### src/rtl/ctw_pkg.sv
package ctw_pkg;
  typedef enum logic [1:0] {
    OP_BYPASS  = 2'd0,
    OP_EXTEST  = 2'd1,
    OP_INTEST  = 2'd2,
    OP_PRELOAD = 2'd3
  } op_e;

  typedef struct packed {
    logic bypass;
    logic extest;
    logic intest;
    logic preload;
    logic bnd_sel;
    logic inward;
  } mode_t;
endpackage

### src/rtl/ctw_ir.sv
module ctw_ir #(
  parameter int IR_W = 3
) (
  input  logic            clk,
  input  logic            rst_n,
  input  logic            sel,
  input  logic            shift_en,
  input  logic            capture_en,
  input  logic            update_en,
  input  logic            si,
  output logic            scan_out,
  output logic [IR_W-1:0] active
);
  localparam logic [IR_W-1:0] CAPT_VAL = IR_W'(2'b01);
  localparam logic [IR_W-1:0] RST_VAL  = '0;

  logic [IR_W-1:0] shreg;

  // shift stage: rising edge
  always_ff @(posedge clk or negedge rst_n) begin
    if (!rst_n) begin
      shreg <= '0;
    end else if (sel && capture_en) begin
      shreg <= CAPT_VAL;
    end else if (sel && shift_en) begin
      shreg <= {si, shreg[IR_W-1:1]};
    end
  end

  // update stage: falling edge
  always_ff @(negedge clk or negedge rst_n) begin
    if (!rst_n) begin
      active <= RST_VAL;
    end else if (sel && update_en) begin
      active <= shreg;
    end
  end

  assign scan_out = shreg[0];

  assert_capture_const_R3: assert property (@(posedge clk) disable iff (!rst_n)
    (sel && capture_en) |=> (shreg == CAPT_VAL));

  assert_hold_no_update_R4: assert property (@(posedge clk) disable iff (!rst_n)
    (!sel || !update_en) |=> $stable(active));
endmodule

### src/rtl/ctw_byp.sv
module ctw_byp #(
  parameter int BYP_LEN = 1
) (
  input  logic clk,
  input  logic rst_n,
  input  logic en,
  input  logic shift_en,
  input  logic capture_en,
  input  logic si,
  output logic scan_out
);
  logic [BYP_LEN-1:0] q;

  generate
    if (BYP_LEN == 1) begin : g_single
      always_ff @(posedge clk or negedge rst_n) begin
        if (!rst_n)                 q <= '0;
        else if (en && capture_en)  q <= '0;
        else if (en && shift_en)    q <= si;
      end
    end else begin : g_chain
      always_ff @(posedge clk or negedge rst_n) begin
        if (!rst_n)                 q <= '0;
        else if (en && capture_en)  q <= '0;
        else if (en && shift_en)    q <= {si, q[BYP_LEN-1:1]};
      end
    end
  endgenerate

  assign scan_out = q[0];

  assert_byp_shift_in_R6: assert property (@(posedge clk) disable iff (!rst_n)
    (en && shift_en && !capture_en) |=> (q[BYP_LEN-1] == $past(si)));

  assert_byp_capture_zero_R7: assert property (@(posedge clk) disable iff (!rst_n)
    (en && capture_en) |=> (q == '0));
endmodule

### src/rtl/ctw_dec.sv
module ctw_dec
  import ctw_pkg::*;
#(
  parameter int IR_W = 3
) (
  input  logic [IR_W-1:0] active,
  output mode_t           mode
);
  localparam int HI_W = IR_W - 2;

  op_e op;

  always_comb begin
    if (active[IR_W-1:2] == HI_W'(0)) op = op_e'(active[1:0]);
    else                              op = OP_BYPASS;
  end

  always_comb begin
    mode         = '0;
    mode.bypass  = (op == OP_BYPASS);
    mode.extest  = (op == OP_EXTEST);
    mode.intest  = (op == OP_INTEST);
    mode.preload = (op == OP_PRELOAD);
    mode.bnd_sel = (op != OP_BYPASS);
    mode.inward  = (op == OP_INTEST);
  end
endmodule

### src/rtl/ctw_ctrl.sv
module ctw_ctrl
  import ctw_pkg::*;
#(
  parameter int IR_W    = 3,
  parameter int BYP_LEN = 1
) (
  input  logic wclk,
  input  logic wrst_n,
  input  logic sel_ir,
  input  logic shift_en,
  input  logic capture_en,
  input  logic update_en,
  input  logic si,
  input  logic bnd_so,
  output logic so,
  output logic mode_bypass,
  output logic mode_extest,
  output logic mode_intest,
  output logic mode_preload,
  output logic bnd_select,
  output logic cell_inward
);
  logic [IR_W-1:0] active;
  logic            ir_so;
  logic            byp_so;
  logic            byp_en;
  logic            path_bit;
  mode_t           mode;

  ctw_ir #(.IR_W(IR_W)) u_ir (
    .clk(wclk), .rst_n(wrst_n), .sel(sel_ir), .shift_en(shift_en),
    .capture_en(capture_en), .update_en(update_en), .si(si),
    .scan_out(ir_so), .active(active)
  );

  ctw_dec #(.IR_W(IR_W)) u_dec (.active(active), .mode(mode));

  assign byp_en = !sel_ir && mode.bypass;

  ctw_byp #(.BYP_LEN(BYP_LEN)) u_byp (
    .clk(wclk), .rst_n(wrst_n), .en(byp_en), .shift_en(shift_en),
    .capture_en(capture_en), .si(si), .scan_out(byp_so)
  );

  // instruction path wins, then boundary, bypass by default
  always_comb begin
    if (sel_ir)            path_bit = ir_so;
    else if (mode.bnd_sel) path_bit = bnd_so;
    else                   path_bit = byp_so;
  end

  always_ff @(negedge wclk or negedge wrst_n) begin
    if (!wrst_n) so <= 1'b0;
    else         so <= path_bit;
  end

  assign mode_bypass  = mode.bypass;
  assign mode_extest  = mode.extest;
  assign mode_intest  = mode.intest;
  assign mode_preload = mode.preload;
  assign bnd_select   = mode.bnd_sel;
  assign cell_inward  = mode.inward;

  assert_bnd_path_R8: assert property (@(posedge wclk) disable iff (!wrst_n)
    (!sel_ir && bnd_select) |=> (so == $past(bnd_so)));

  assert_one_mode_R5: assert property (@(posedge wclk) disable iff (!wrst_n)
    $onehot0({mode_bypass, mode_extest, mode_intest, mode_preload})
    && (mode_bypass || mode_extest || mode_intest || mode_preload));
endmodule

### config.mk
export PLATFORM = sky130hd
export DESIGN_NAME = ctw_ctrl
export DESIGN_NICKNAME = d
export VERILOG_FILES = /design/src/rtl/ctw_pkg.sv /design/src/rtl/ctw_ir.sv /design/src/rtl/ctw_byp.sv /design/src/rtl/ctw_dec.sv /design/src/rtl/ctw_ctrl.sv
export SDC_FILE = /design/constraint.sdc
export NUM_CORES = 1
export LEC_CHECK = 0
export BUFFER_PORTS_ARGS = -buffer_cell sky130_fd_sc_hd__buf_4
export CAP_MARGIN = 20
export CORE_AREA = 2 2 39 41
export DETAILED_ROUTE_END_ITERATION = 12
export DIE_AREA = 0 0 41 43
export PLACE_DENSITY = 0.52
export SYNTH_ARGS = -nofsm -noshare
export SYNTH_HDL_FRONTEND = slang
export SYNTH_SLANG_ARGS = --single-unit
### constraint.sdc
create_clock -name wclk -period 1.55 [get_ports wclk]
set_input_delay 0 -clock wclk [delete_from_list [all_inputs] [get_ports wclk]]
set_output_delay 0 -clock wclk [all_outputs]
set_load 0.05 [all_outputs]
==> metrics.yaml, run 1 <==
setup_path:
  reg2reg_to: "u_byp.scan_out$_DFFE_PN0P_"
  critPathMaxFanout: 4
  crit_family: "flip-flops"
  path_buf_inv: 2
  rr_startpoint: "u_ir.active[2]$_DFFE_NN0P_"
  critPathLaunchType: "register"
  worstSetupEndpointType: "output pin"
  max_stage_delay_ps: 430
  crit_type: "reg2out"
  crit_arrival_ps: 1980
  critPathRequiredTime_ps: 1550
  slowest_stage: "dfrtn_1"
  cp_cell_sequence: "buf_6 -> nor3b_4 -> buf_6"
  r2r_slack_ps: -370
  reg2regPathDepth: 3
  crit_top_cell: "buf_6"
power_and_ir_drop:
  power.total_mw: 0.846
  powerDensity_nw_per_um2: 1150
  p_comb_share_pct: 49.0
  p_seq_share_pct: 31.7
  leakage_nw: 0.368
  switchingPower_mw: 0.305
  power.internal_mw: 0.541
  vdd_ir_drop_max_mv: 0.575
  swShare_pct: 36.0
  clockPowerShare_pct: 19.3
final_layout:
  final.fill_count: 122
  n_antenna_cell: 0
  final_cell_area_sq_um: 733
  area_growth_pct: 90.3
  nets: 76
  drive_above_1_share_pct: 60.6
logic_synthesis:
  ys_types: 16
  synth_fp_nets: 42
  avgSynthCellArea_sq_um: 11.3
  synth-seq-area-share_pct: 51.9
  ys_ff_latch: 8
  ys_warn_count: 0
  syn_inst: 34
  synth_area_sq_um: 385
timing:
  rsz0062_at_grt: "yes"
  finalHoldViolCount: 0
  worstMarginPinSlew_ps: 234
  setup_viol: 10
  slew_headroom_pct: 84.2
  worst_slack_ps: -430
  tns_ps: -2860
  fin_skew_ps: 9.13
  finalMaxSlewViolations: 0
global_route:
  grt_usage_pct: 13.7
  antenna_found_initial: 0
  grt_pass1_vias: 357
  grt_max_degree: 9
  grt_pass1_wl_um: 1480
  overflow: 0
floorplanning:
  core_sq_um: 1380
  die_area_sq_um: 1760
  start_util_pct: 27.8
  rows: 14
  fp.dieH_um: 43
  ios: 15
  die_x_um: 41
route:
  post-route-drc-count: 0
  first_pass_iters: 2
  wirelength_um: 944
  via_count: 384
  drt_iter0_markers: 2
  vias_per_cell: 4.68
  ant_nets: 0
  wl_per_cell_um: 11.5
clock_network:
  root_buffer: "clkbuf_4"
  cts.sinks: 8
  cts_buffers: 3
  cts_tree: "built"
  cts_max_level: 1
  cts.path.max_buffers: 2
  clk_latency_ps: 270
  clk_pin_slew_ps: 50
worst_hold_path:
  hold_depth: 4
  hp-start: "shift_en"
  hold_end: "u_byp.scan_out$_DFFE_PN0P_"
  worstHoldPathType: "in2reg"
outcome:
  run_status: "complete, but fails checks"
  violations: "setup timing"
placed_design:
  place.gp.congestion: 0.668
  port_buffers: 14
  place_area_sq_um: 579
flow_run:
  cap_violations: 0
==> placed cells by master, fill, tap and decap left out, types with 2 or more instances in the layout <==
master / instances
nand2_1: 5
buf_6: 8
o21ai_0: 2
o22a_1: 2
buf_8: 2
a22o_1: 2
dfrtn_1: 4
nor2_1: 2
mux2_4: 2
buf_4: 17
dlygate4sd3_1: 3
clkbuf_4: 3
dfrtp_1: 4
==> worst reg2reg max path: stages (launching register included) <==
cell,delay (ps)
dfrtn_1,420
o21ba_4,170
or4_4,420
nand3_2,70
==> cell usage after synthesis (all sizes together) <==
cell type / count / share of area (%)
nand2: 5 / 4.9
dfrtn: 4 / 26
dfrtp: 4 / 26
mux2: 3 / 8.8
o21ai: 3 / 3.9
a22o: 2 / 4.5
nor2: 2 / 1.9
nor3b: 2 / 3.9
o22a: 2 / 4.5
and3b: 1 / 2.6
buf: 1 / 1.9
inv: 1 / 0.97
mux2i: 1 / 2.6
nand3: 1 / 1.3
o21ba: 1 / 4.2
or4: 1 / 1.9
==> registers in the layout, indices dropped and copies added (netlist names) <==
register,cells
so,1
u_ir.shreg,3
u_ir.active,3
u_byp.scan_out,1
==> layer usage <==
layer / vias up / global-route usage, % / wire length, um
met1: 177 / 15.4 / 370
li1: 188 / - / -
met2: 14 / 18.1 / 469
met3: 5 / 5.24 / 66
met4: 0 / 14.0 / 38
met5: - / 0 / 0
==> power by group through the flow <==
stage,logic [mW],clock network (mW),registers [mW]
final,0.415,0.163,0.268
after global routing,0.441,0.186,0.274
after global placement,0.319,0,0.271
after CTS,0.387,0.173,0.268
after detailed placement,0.321,0,0.270
after floorplan,0.174,0,0.296
==> cell type report <==
cell class                 instances  area [sq um]  share of cell area [%]
tap                               16          20.0                    2.73
clock buffer                       3          22.5                    3.07
multi-input combinational         24           206                    28.2
inverter                           1          6.26                   0.853
timing repair buffer              30           278                    37.9
sequential                         8           200                    27.3
==> through the flow <==
| step | setup WS [ps] | cells | hold WS, ps | utilization [%] |
|---|---|---|---|---|
| floorplan | -571 | 34 | -296 | - |
| global placement | -379 | 71 | -175 | 41.9 |
| detailed placement | -396 | 71 | -175 | 41.9 |
| CTS | -458 | 80 | 44.9 | 50.3 |
| global route | -494 | 82 | 72.1 | 53.0 |
| finish | -430 | 82 | 68.0 | 53.0 |
==> how the worst max path moves through the flow <==
stage	start	end	slack, ps	depth (start not counted)
after floorplan	u_ir.active[2]$_DFFE_NN0P_	u_byp.scan_out$_DFFE_PN0P_	-570	3
after global placement	u_ir.active[0]$_DFFE_NN0P_	u_byp.scan_out$_DFFE_PN0P_	-380	3
after detailed placement	u_ir.active[2]$_DFFE_NN0P_	u_byp.scan_out$_DFFE_PN0P_	-400	3
after CTS	u_ir.active[1]$_DFFE_NN0P_	cell_inward	-460	3
after global routing	u_ir.active[1]$_DFFE_NN0P_	cell_inward	-490	3
final	u_ir.active[1]$_DFFE_NN0P_	cell_inward	-430	3
==> kinds of logic after synthesis <==
group / share of synthesized area, %
flops: 52.0
mux: 11.4
buf+inv: 2.92
compound gates: 17.2
simple gates: 16.6
==> what timing repair did <==
action	in CTS	in global routing
hold buffers	3	0
gates resized for setup	12	7
setup endpoints to repair	10	12
pin swaps	2	0
buffers inserted	3	2
endpoints found under the hold margin	6	0
(Power assumes the default switching activity.)
==> run 2: changes to the inputs <==
--- a/config.mk
+++ b/config.mk
@@ -10,6 +10,7 @@
 export CORE_AREA = 2 2 39 41
 export DETAILED_ROUTE_END_ITERATION = 12
 export DIE_AREA = 0 0 41 43
+export GPL_TIMING_DRIVEN = 0
 export PLACE_DENSITY = 0.52
 export SYNTH_ARGS = -nofsm -noshare
 export SYNTH_HDL_FRONTEND = slang
==> run 2 against run 1 <==
Via count fell by 6.0%. Sequential power increased by 4%. Non-clock buffer count down 5. The run still ends with setup timing left. Setup slack worse by 31 ps. Total power shrank 4.3%. Sequential share of layout area increased by 2.6 points. Register-to-register slack lost 90 ps. Core utilization down 4.6 points. Clock skew rose by 2.5 ps.
==> metrics.yaml, run 2 (synthesis gave the netlist of run 1 again) <==
global_route:
  grt_max_degree: 9  # unchanged
  overflow: 0  # unchanged
  grt_pass1_wl_um: 1290  # -13%
  grt_pass1_vias: 307  # -14%
  grt_usage_pct: 11.4  # -2.3 points
  antenna_found_initial: 0  # unchanged
floorplanning:
  core_sq_um: 1380  # unchanged
  fp.dieH_um: 43  # unchanged
  die_area_sq_um: 1760  # unchanged
  ios: 15  # unchanged
  die_x_um: 41  # unchanged
  start_util_pct: 27.8  # unchanged
  rows: 14  # unchanged
worst_hold_path:
  hold_end: "u_ir.shreg[0]$_DFFE_PN0P_"
  hold_depth: 2  # -2
  worstHoldPathType: "in2reg"
  hp-start: "sel_ir"
timing:
  finalMaxSlewViolations: 0  # unchanged
  worst_slack_ps: -461  # -31.3 ps
  finalHoldViolCount: 0  # unchanged
  fin_skew_ps: 11.6  # +2.51 ps
  setup_viol: 9  # -1
  worstMarginPinSlew_ps: 238  # +4.06 ps
  rsz0062_at_grt: "yes"
  slew_headroom_pct: 83.9  # -0.27 points
setup_path:
  critPathLaunchType: "register"
  critPathRequiredTime_ps: 1550  # about the same
  critPathMaxFanout: 5  # +1
  reg2regPathDepth: 3  # unchanged
  worstSetupEndpointType: "output pin"
  crit_arrival_ps: 2010  # +30 ps
  crit_type: "reg2out"
  rr_startpoint: "u_ir.active[2]$_DFFE_NN0P_"
  r2r_slack_ps: -460  # -90 ps
  reg2reg_to: "u_byp.scan_out$_DFFE_PN0P_"
placed_design:
  place_area_sq_um: 527  # -9.1%
  dp.cells: 64  # -9.9%
  port_buffers: 14  # unchanged
  place.gp.congestion: 0.668  # about the same
final_layout:
  area_growth_pct: 73.7
  fin_cells: 78  # -4.9%
  reg.largest.list: "u_ir.active: 3 flops, u_ir.shreg: 3 flops"
  n_antenna_cell: 0  # unchanged
  final.fill_count: 136  # +11%
  final_cell_area_sq_um: 669  # -8.7%
  nets: 71  # -6.6%
  final_cell_mix: "buf_4, nand2_1, buf_6"
  mostFrequentLayoutCell: "buf_4"
  drive_above_1_share_pct: 53.2  # -7.4 points
power_and_ir_drop:
  leakage_nw: 0.328  # -11%
  vdd_ir_drop_max_mv: 0.681  # +18%
  powerDensity_nw_per_um2: 1210  # +4.8%
flow_run:
  cap_violations: 0  # unchanged
clock_network:
  root_buffer: "clkbuf_4"
  cts.sinks: 8  # unchanged
  cts_max_level: 1  # unchanged
  cts.path.max_buffers: 2  # unchanged
  clk_latency_ps: 260  # about the same
  clk_pin_slew_ps: 60  # about the same
  cts_buffers: 3  # unchanged
  cts_tree: "built"
route:
  wirelength_um: 788  # -17%
  wl_per_cell_um: 10.1  # -12%
  first_pass_iters: 1  # -1
  vias_per_cell: 4.63  # -1.2%
  drt_iter0_markers: 0  # -2
  via_count: 361  # -6.0%
  post-route-drc-count: 0  # unchanged
  ant_nets: 0  # unchanged
outcome:
  violations: "setup timing"
  run_status: "complete, but fails checks"
[run 2: worst max-delay path by stage]
stage | start | to | cells past startpoint | slack (ps)
floorplan | u_ir.active[2]$_DFFE_NN0P_ | u_byp.scan_out$_DFFE_PN0P_ | 3 | -570
global route | u_ir.active[2]$_DFFE_NN0P_ | mode_intest | 4 | -550
detailed placement | u_ir.active[2]$_DFFE_NN0P_ | u_byp.scan_out$_DFFE_PN0P_ | 3 | -580
finish | u_ir.active[2]$_DFFE_NN0P_ | mode_intest | 4 | -460
CTS | u_ir.active[2]$_DFFE_NN0P_ | mode_intest | 4 | -490
global placement | u_ir.active[2]$_DFFE_NN0P_ | u_byp.scan_out$_DFFE_PN0P_ | 3 | -560
[run 2: layout make-up]
type / count / area, sq um / area share, %
clock buffers: 4 / 26.3 / 3.93
inverters: 1 / 3.75 / 0.561
well taps: 16 / 20.0 / 2.99
plain buffers: 1 / 7.51 / 1.12
repair buffers: 24 / 221 / 33.1
multi-input cells: 24 / 190 / 28.4
flip-flops and latches: 8 / 200 / 29.9
[run 2: power breakdown]
group	total (mW)	switching [mW]	leakage, nW	internal [mW]
registers	0.278	0.0315	0.0994	0.246
clock network	0.174	0.0748	0.0150	0.0987
logic	0.358	0.183	0.213	0.175
[run 2: what timing repair did]
action | in CTS | in global routing
setup buffers | 4 | 3
resized for setup | 10 | 0
hold buffers | 3 | 0
pin swaps | 4 | 1
endpoints found under the setup margin | 11 | 12
gates cloned | 0 | 0
hold endpoints to repair | 6 | 0
[run 2: per-layer routing]
metal	up-vias	track usage, %	routed length (um)
met5	-	0	0
met4	0	4.00	0
met3	0	7.85	63
met2	13	15.6	363
met1	166	13.7	361
li1	182	-	-
[run 2: critical path: stages, from the launching register on]
cell,delay [ps]
dfrtn_1,390
buf_6,140
nor3b_4,170
buf_4,140
buf_8,130
[run 2: stage by stage]
step | TNS (ps) | utilization (%) | hold slack (ps) | power, mW | worst slack [ps]
global placement | -1580 | 38.1 | -174 | 0.554 | -563
floorplan | -2070 | - | -296 | 0.471 | -571
detailed placement | -1620 | 38.1 | -175 | 0.555 | -581
CTS | -3060 | 46.7 | 33.8 | 0.793 | -494
global route | -3440 | 48.4 | 47.9 | 0.860 | -545
finish | -2860 | 48.4 | 40.4 | 0.810 | -461
